===== src/rtl/txn_pkg.sv =====
package txn_pkg;
  localparam int STAT_W = 9;
  localparam int KIND_W = 4;
  localparam int NPC_STEP = 4;

  typedef enum logic [KIND_W-1:0] {
    K_PLAIN   = 4'd0,
    K_TRAP    = 4'd1,
    K_SAVE    = 4'd2,
    K_RESTORE = 4'd3,
    K_BARRIER = 4'd4,
    K_CAS     = 4'd5,
    K_BYTEXCH = 4'd6,
    K_PRIVWR  = 4'd7,
    K_FLUSH   = 4'd8,
    K_TRAPRET = 4'd9,
    K_DIVIDE  = 4'd10
  } insn_kind_e;

  // status bit positions
  localparam int C_CONFLICT = 1;
  localparam int C_TRAP     = 2;
  localparam int C_UNSUP    = 3;
  localparam int C_PRECISE  = 4;
  localparam int C_ASYNC    = 5;
  localparam int C_SIZE     = 6;
  localparam int C_LOAD     = 7;
  localparam int C_STORE    = 8;

  // one bit per class code: set when the class is not allowed inside a transaction
  localparam logic [2**KIND_W-1:0] UNSUP_SET = 16'h07F0;
endpackage


===== src/rtl/txn_cause_decode.sv =====
module txn_cause_decode
  import txn_pkg::*;
#(
  parameter int KW = KIND_W,
  parameter int SW = STAT_W
) (
  input  logic          active,
  input  logic          cfg_pair_ok,
  input  logic          cfg_flat_nest,
  input  logic          begin_valid,
  input  logic          insn_valid,
  input  logic [KW-1:0] insn_kind,
  input  logic          saw_save,
  input  logic          ev_conflict,
  input  logic          ev_exception,
  input  logic          ev_interrupt,
  input  logic          ev_rd_evict,
  input  logic          ev_tlb_ld,
  input  logic          ev_tlb_st,
  input  logic          ev_st_ovf,
  output logic [SW-1:0] cause
);
  logic is_trap, is_unsup, is_pair, is_nest;

  always_comb begin
    is_trap  = insn_valid && (insn_kind == KW'(K_TRAP));
    is_unsup = insn_valid && UNSUP_SET[insn_kind];
    is_pair  = insn_valid && (insn_kind == KW'(K_RESTORE)) && saw_save && !cfg_pair_ok;
    is_nest  = begin_valid && !cfg_flat_nest;
  end

  always_comb begin
    cause = '0;
    if (active) begin
      cause[C_CONFLICT] = ev_conflict;
      cause[C_TRAP]     = is_trap;
      cause[C_UNSUP]    = is_unsup || is_pair || is_nest;
      cause[C_PRECISE]  = ev_exception;
      cause[C_ASYNC]    = ev_interrupt;
      cause[C_SIZE]     = ev_st_ovf;
      cause[C_LOAD]     = ev_rd_evict || ev_tlb_ld;
      cause[C_STORE]    = ev_tlb_st;
    end
  end
endmodule


===== src/rtl/txn_seq.sv =====
module txn_seq
  import txn_pkg::*;
#(
  parameter int AW = 32,
  parameter int KW = KIND_W
) (
  input  logic          clk,
  input  logic          rst,
  input  logic          begin_valid,
  input  logic [AW-1:0] begin_pc,
  input  logic [AW-1:0] begin_off,
  input  logic          commit_valid,
  input  logic          insn_valid,
  input  logic [KW-1:0] insn_kind,
  input  logic          fail,
  output logic          active_q,
  output logic          saw_save_q,
  output logic          redirect_valid,
  output logic [AW-1:0] redirect_pc,
  output logic [AW-1:0] redirect_npc,
  output logic          restore_req,
  output logic          commit_done
);
  localparam logic [AW-1:0] STEP = AW'(NPC_STEP);
  logic [AW-1:0] target_q;

  always_ff @(posedge clk) begin
    if (rst) begin
      active_q       <= 1'b0;
      saw_save_q     <= 1'b0;
      target_q       <= '0;
      redirect_valid <= 1'b0;
      redirect_pc    <= '0;
      redirect_npc   <= '0;
      restore_req    <= 1'b0;
      commit_done    <= 1'b0;
    end else begin
      redirect_valid <= 1'b0;
      restore_req    <= 1'b0;
      commit_done    <= 1'b0;
      if (active_q) begin
        if (fail) begin
          active_q       <= 1'b0;
          saw_save_q     <= 1'b0;
          redirect_valid <= 1'b1;
          restore_req    <= 1'b1;
          redirect_pc    <= target_q;
          redirect_npc   <= target_q + STEP;
        end else if (commit_valid) begin
          active_q    <= 1'b0;
          saw_save_q  <= 1'b0;
          commit_done <= 1'b1;
        end else if (insn_valid && insn_kind == KW'(K_SAVE)) begin
          saw_save_q <= 1'b1;
        end
      end else if (begin_valid) begin
        active_q   <= 1'b1;
        saw_save_q <= 1'b0;
        target_q   <= begin_pc + begin_off;
      end
    end
  end

  p_fail_ends_r4: assert property (@(posedge clk) disable iff (rst)
    (active_q && fail) |=> (!active_q && redirect_valid && restore_req &&
                            redirect_npc == redirect_pc + STEP));
  p_idle_quiet_r10: assert property (@(posedge clk) disable iff (rst)
    !active_q |=> (!redirect_valid && !commit_done && !restore_req));
  p_commit_r3: assert property (@(posedge clk) disable iff (rst)
    (active_q && commit_valid && !fail) |=> (commit_done && !active_q));
  p_fail_over_commit_r11: assert property (@(posedge clk) disable iff (rst)
    (active_q && fail && commit_valid) |=> (!commit_done && redirect_valid));
endmodule


===== src/rtl/txn_status_reg.sv =====
module txn_status_reg
  import txn_pkg::*;
#(
  parameter int SW = STAT_W
) (
  input  logic          clk,
  input  logic          rst,
  input  logic          start,
  input  logic [SW-1:0] cause,
  input  logic          rd_req,
  output logic          rd_valid,
  output logic [SW-1:0] rd_data
);
  logic [SW-1:0] stat_q;

  for (genvar b = 0; b < SW; b++) begin : g_bit
    always_ff @(posedge clk) begin
      if (rst || start) stat_q[b] <= 1'b0;
      else if (cause[b]) stat_q[b] <= 1'b1;
    end
  end

  always_ff @(posedge clk) begin
    if (rst) begin
      rd_valid <= 1'b0;
      rd_data  <= '0;
    end else begin
      rd_valid <= rd_req;
      if (rd_req) rd_data <= stat_q;
    end
  end

  p_clear_on_start_r2: assert property (@(posedge clk) disable iff (rst)
    start |=> (stat_q == '0));
  p_sticky_r6: assert property (@(posedge clk) disable iff (rst)
    !start |=> ((stat_q & $past(stat_q)) == $past(stat_q)));
  p_read_r12: assert property (@(posedge clk) disable iff (rst)
    rd_req |=> (rd_valid && rd_data == $past(stat_q)));
endmodule


===== src/rtl/txn_fail_ctrl.sv =====
module txn_fail_ctrl
  import txn_pkg::*;
#(
  parameter int ADDR_W = 32,
  parameter int KW = KIND_W,
  parameter int SW = STAT_W
) (
  input  logic          clk,
  input  logic          rst,
  input  logic          cfg_pair_ok,
  input  logic          cfg_flat_nest,
  input  logic          begin_valid,
  input  logic [ADDR_W-1:0] begin_pc,
  input  logic [ADDR_W-1:0] begin_off,
  input  logic          commit_valid,
  input  logic          insn_valid,
  input  logic [KW-1:0] insn_kind,
  input  logic          ev_conflict,
  input  logic          ev_exception,
  input  logic          ev_interrupt,
  input  logic          ev_rd_evict,
  input  logic          ev_tlb_ld,
  input  logic          ev_tlb_st,
  input  logic          ev_st_ovf,
  input  logic          stat_rd_req,
  output logic          txn_active,
  output logic          redirect_valid,
  output logic [ADDR_W-1:0] redirect_pc,
  output logic [ADDR_W-1:0] redirect_npc,
  output logic          restore_req,
  output logic          commit_done,
  output logic          stat_rd_valid,
  output logic [SW-1:0] stat_rd_data
);
  logic          active_q, saw_save_q, fail, start;
  logic [SW-1:0] cause;

  assign fail       = |cause;
  assign start      = begin_valid && !active_q;
  assign txn_active = active_q;

  txn_cause_decode #(.KW(KW), .SW(SW)) u_dec (
    .active(active_q), .cfg_pair_ok(cfg_pair_ok), .cfg_flat_nest(cfg_flat_nest),
    .begin_valid(begin_valid), .insn_valid(insn_valid), .insn_kind(insn_kind),
    .saw_save(saw_save_q), .ev_conflict(ev_conflict), .ev_exception(ev_exception),
    .ev_interrupt(ev_interrupt), .ev_rd_evict(ev_rd_evict), .ev_tlb_ld(ev_tlb_ld),
    .ev_tlb_st(ev_tlb_st), .ev_st_ovf(ev_st_ovf), .cause(cause)
  );

  txn_seq #(.AW(ADDR_W), .KW(KW)) u_seq (
    .clk(clk), .rst(rst), .begin_valid(begin_valid), .begin_pc(begin_pc),
    .begin_off(begin_off), .commit_valid(commit_valid), .insn_valid(insn_valid),
    .insn_kind(insn_kind), .fail(fail), .active_q(active_q), .saw_save_q(saw_save_q),
    .redirect_valid(redirect_valid), .redirect_pc(redirect_pc),
    .redirect_npc(redirect_npc), .restore_req(restore_req), .commit_done(commit_done)
  );

  txn_status_reg #(.SW(SW)) u_stat (
    .clk(clk), .rst(rst), .start(start), .cause(cause), .rd_req(stat_rd_req),
    .rd_valid(stat_rd_valid), .rd_data(stat_rd_data)
  );
endmodule


===== config.mk =====
export PLATFORM = sky130hd
export DESIGN_NAME = txn_fail_ctrl
export DESIGN_NICKNAME = d
export VERILOG_FILES = /design/src/rtl/txn_pkg.sv /design/src/rtl/txn_cause_decode.sv /design/src/rtl/txn_seq.sv /design/src/rtl/txn_status_reg.sv /design/src/rtl/txn_fail_ctrl.sv
export SDC_FILE = /design/constraint.sdc
export NUM_CORES = 1
export LEC_CHECK = 0
export ABC_AREA = 1
export BUFFER_PORTS_ARGS = -buffer_cell sky130_fd_sc_hd__buf_2
export CORE_UTILIZATION = 30
export DETAILED_ROUTE_END_ITERATION = 10
export PLACE_DENSITY = 0.62
export REMOVE_ABC_BUFFERS = 1
export SYNTH_ARGS = -nofsm -noshare
export SYNTH_HDL_FRONTEND = slang
export SYNTH_SLANG_ARGS = --single-unit

===== constraint.sdc =====
create_clock -name clk -period 1.6 [get_ports clk]
set_clock_uncertainty 0.15 [all_clocks]
set_input_delay 0.08 -clock clk [delete_from_list [all_inputs] [get_ports clk]]
set_output_delay 0.08 -clock clk [all_outputs]
set_load 0.1 [all_outputs]

==> impl_metrics.csv <==
group,metric,value,unit
floorplan,num_rows,56,
grt,grt_util_met3,0.0303,
drt,ant_nets,0,
finish,area_growth,54.9,%
timing,max_freq,0.582,GHz
grt,grt.total_usage,0.193,
drt,wirelength,23.8,mm
min_path,hold_path_startpoint,"begin_pc[31]",
cts,clock_path_buffers,2,
setup_path,crit_fanout,13,
yosys,synth_edf_count,0,
drt,viasPerCell,4.40,
finish,final_cells,1835,
placement,port-buffer-count,159,
setup_path,critPathMaxStageDelay,380,ps
setup_path,critical_path.top_delay_family,"simple AND/OR/NAND/NOR gates",
drt,drtPass1Iterations,4,
timing,layout_min_cycle_time,1720,ps
setup_path,crit_type,"reg2reg",
power,p_leak,5.84,nW
cts,cts-root-buf,"clkbuf_16",
drt,vias,8080,
placement,gp_congestion,0.902,
finish,fin_area,0.0112,sq mm
cts,clock_latency,420,ps
yosys,synthCells,1157,
grt,antenna_found_initial,0,
cts,cts_tree,"yes",
drt,drtIter0Drc,428,
grt,top_usage_layer,"met2",
yosys,async_flop_share,0,
setup_path,crit_buf_inv,3,
finish,n_antenna_cell,0,
placement,dp_slack,-379,ps
min_path,hold_path.class,"in2reg",
grt,overflow,0,
setup_path,cp_data_arrival_time,1930,ps
grt,grt_first_pass_wirelength,37.2,mm
yosys,synth_seq_area_share,0.320,
placement,placedInstanceArea,0.00950,sq mm
yosys,ys_warn_count,0,
setup_path,critPathRequiredTime,1810,ps
timing,post-route-period-util,1.07,
floorplan,die_w,157,um
grt,use_met2,0.332,
grt,grt_pass1_vias,7723,
finish,nNetsFinal,1619,
setup_path,critPathSlowestCell,"dfxtp_4",
setup_path,crit_path_start_kind,"flip-flop",
setup_path,path_cells,"buf_6 -> nand2_2 -> nand3_2 -> nor3_4 -> buf_6 -> nand2_8 -> clkbuf_16 -> nand2_1 -> nand2_1 -> nor2_1",
yosys,synth.distinct_cells,40,
outcome,status,"complete, but fails checks",
finish,drive_above_1_share,0.359,
timing,final.setup.worst_slack,-118,ps
timing,setup_viol,68,
floorplan,die_h,157,um
setup_path,worstSetupEndpointType,"flip-flop",
power,p_per_area,1510,mW/mm^2
floorplan,initial_utilization,0.307,
drt,wl_per_cell,13.0,um
floorplan,core_area,0.0235,sq mm
timing,rsz0062_at_grt,"yes",
setup_path,critPathLaunch,"u_seq.active_q$_SDFF_PP0_",
yosys,ys_ff_latch,115,
power,total_power,16.8,mW
timing,finalSetupTns,-5160,ps
cts,cts.sinks,115,
placement,dp_hpwl,18.3,mm
timing,maxSlewViolCount,0,
floorplan,die-area,0.0246,sq mm
outcome,violations,"negative setup slack",
yosys,syn_area_per_cell,6.22,sq um
grt,gr-usage-met1,0.243,
yosys,mappedNetlistArea,0.00720,sq mm
timing,hold_viol_final,0,
cts,h-tree-depth,4,
power,ir_worst_vdd,1.12,mV
run,maxCapViolCount,0,
floorplan,pin_count,161,
setup_path,r2r_start,"u_seq.active_q$_SDFF_PP0_",
cts,numCtsBuffers,17,
drt,drc,0,
cts,path_clk_slew,60,ps
placement,dp.cells,1770,
grt,grt_max_degree,49,
yosys,synth-main-ff-cell,"dfxtp_1",
==> repair_timing <==
item	CTS	global route
pin swaps	7	27
setup endpoints to repair	77	84
setup buffers	5	8
resized for setup	83	170
hold buffers	13	0
cloned	2	5
hold endpoints to repair	21	0
==> area by class of cell <==
cell class / count / area, sq um
multi-input combinational: 836 / 4630
timing repair buffer: 358 / 2540
clock inverter: 12 / 96.3
inverter: 175 / 674
sequential: 115 / 2340
fill: 2393 / 12300
tap: 319 / 399
clock buffer: 20 / 467
==> metrics by stage <==
stage / util / hold WS (ps)
2_1_floorplan: - / -7.56
3_3_place_gp: 0.405 / 197
3_5_place_dp: 0.405 / 203
4_1_cts: 0.447 / 5.60
5_1_grt: 0.475 / 56.5
6_report: 0.475 / 17.3
==> power by group <==
group | internal (mW) | total [mW] | switching (mW)
Sequential | 3.54 | 3.98 | 0.443
Combinational | 2.57 | 9.27 | 6.71
Clock | 2.12 | 3.55 | 1.43
==> cell usage after synthesis (2+ instances only) <==
| master | n | area [sq um] |
|---|---|---|
| a22o_1 | 2 | 17.5 |
| nor3_1 | 17 | 85.1 |
| a32o_1 | 2 | 20.0 |
| nand4_1 | 5 | 31.3 |
| nand3b_1 | 3 | 22.5 |
| and2_1 | 5 | 31.3 |
| nor3b_1 | 2 | 15.0 |
| buf_6 | 8 | 90.1 |
| clkbuf_1 | 14 | 52.6 |
| buf_2 | 2 | 10.0 |
| ha_1 | 32 | 400 |
| o21ai_0 | 70 | 350 |
| nand2_1 | 328 | 1230 |
| dfxtp_1 | 115 | 2300 |
| o22ai_1 | 3 | 18.8 |
| xnor2_1 | 8 | 70.1 |
| xor2_1 | 24 | 210 |
| a21o_1 | 2 | 15.0 |
| buf_4 | 4 | 30.0 |
| clkbuf_2 | 3 | 15.0 |
| a21oi_2 | 3 | 26.3 |
| nor2_1 | 185 | 694 |
| nor2_2 | 13 | 81.3 |
| or2_2 | 5 | 31.3 |
| inv_1 | 173 | 649 |
| nand3_1 | 60 | 300 |
| nand3_2 | 2 | 20.0 |
| a21oi_1 | 55 | 275 |
==> cells in the final DEF, fill, tap and decap left out, types with 8 or more instances in the layout <==
master,instances
nand2_1,309
inv_1,166
buf_4,163
buf_2,158
nor2_1,146
dfxtp_1,95
nand3_1,49
a21oi_1,48
nor2_2,38
o21ai_1,37
ha_1,28
xor2_1,22
clkbuf_16,21
o21ai_0,20
nor2_4,15
dfxtp_2,15
nand2_2,14
o21ai_2,13
dlygate4sd3_1,13
nand3_2,10
buf_6,10
a21oi_2,9
nor3_2,9
xnor2_1,8
==> metal layers <==
layer / share of wire / vias up
li1: - / 4286
met1: 0.47 / 3608
met2: 0.47 / 161
met3: 0.035 / 25
met4: 0.017 / 0
met5: 0 / -
==> final timing paths <==
kind | end | slack (ps) | cells past startpoint
worst max-delay path | u_seq.redirect_pc[23]$_SDFFE_PP0P_ | -120 | 10
worst min-delay path | u_seq.target_q[31]$_SDFFE_PP0P_ | 20 | 6
worst max register to register | u_seq.redirect_pc[23]$_SDFFE_PP0P_ | -120 | 10
worst min register to register | u_stat.stat_q[4]$_SDFFE_PP0P_ | 300 | 2
==> worst min-delay path: stages <==
cell and delay (ps):
buf_2 80, xnor2_1 110, nand2_1 90, nand3_1 80
nand2_1 70, inv_1 30
==> flip-flops by register name, indices dropped and copies added (netlist names) <==
register,flops
u_stat.stat_q,8
u_seq.active_q,1
u_seq.commit_done,1
u_seq.target_q,32
u_stat.rd_data,8
u_seq.saw_save_q,1
u_seq.restore_req,1
u_seq.redirect_npc,32
u_seq.redirect_pc,30
u_stat.rd_valid,1
==> cell families (layout without fill, tap and decap cells) <==
logic type,after synthesis,in the layout,share of synthesized area
simple gates,630,631,0.360
buf+inv,207,565,0.120
flops,115,115,0.320
other cells,1,1,0.000521
compound gates,139,139,0.103
fa+ha+maj,33,33,0.0584
xor+xnor,32,32,0.0389
(Power assumes the default switching activity.)
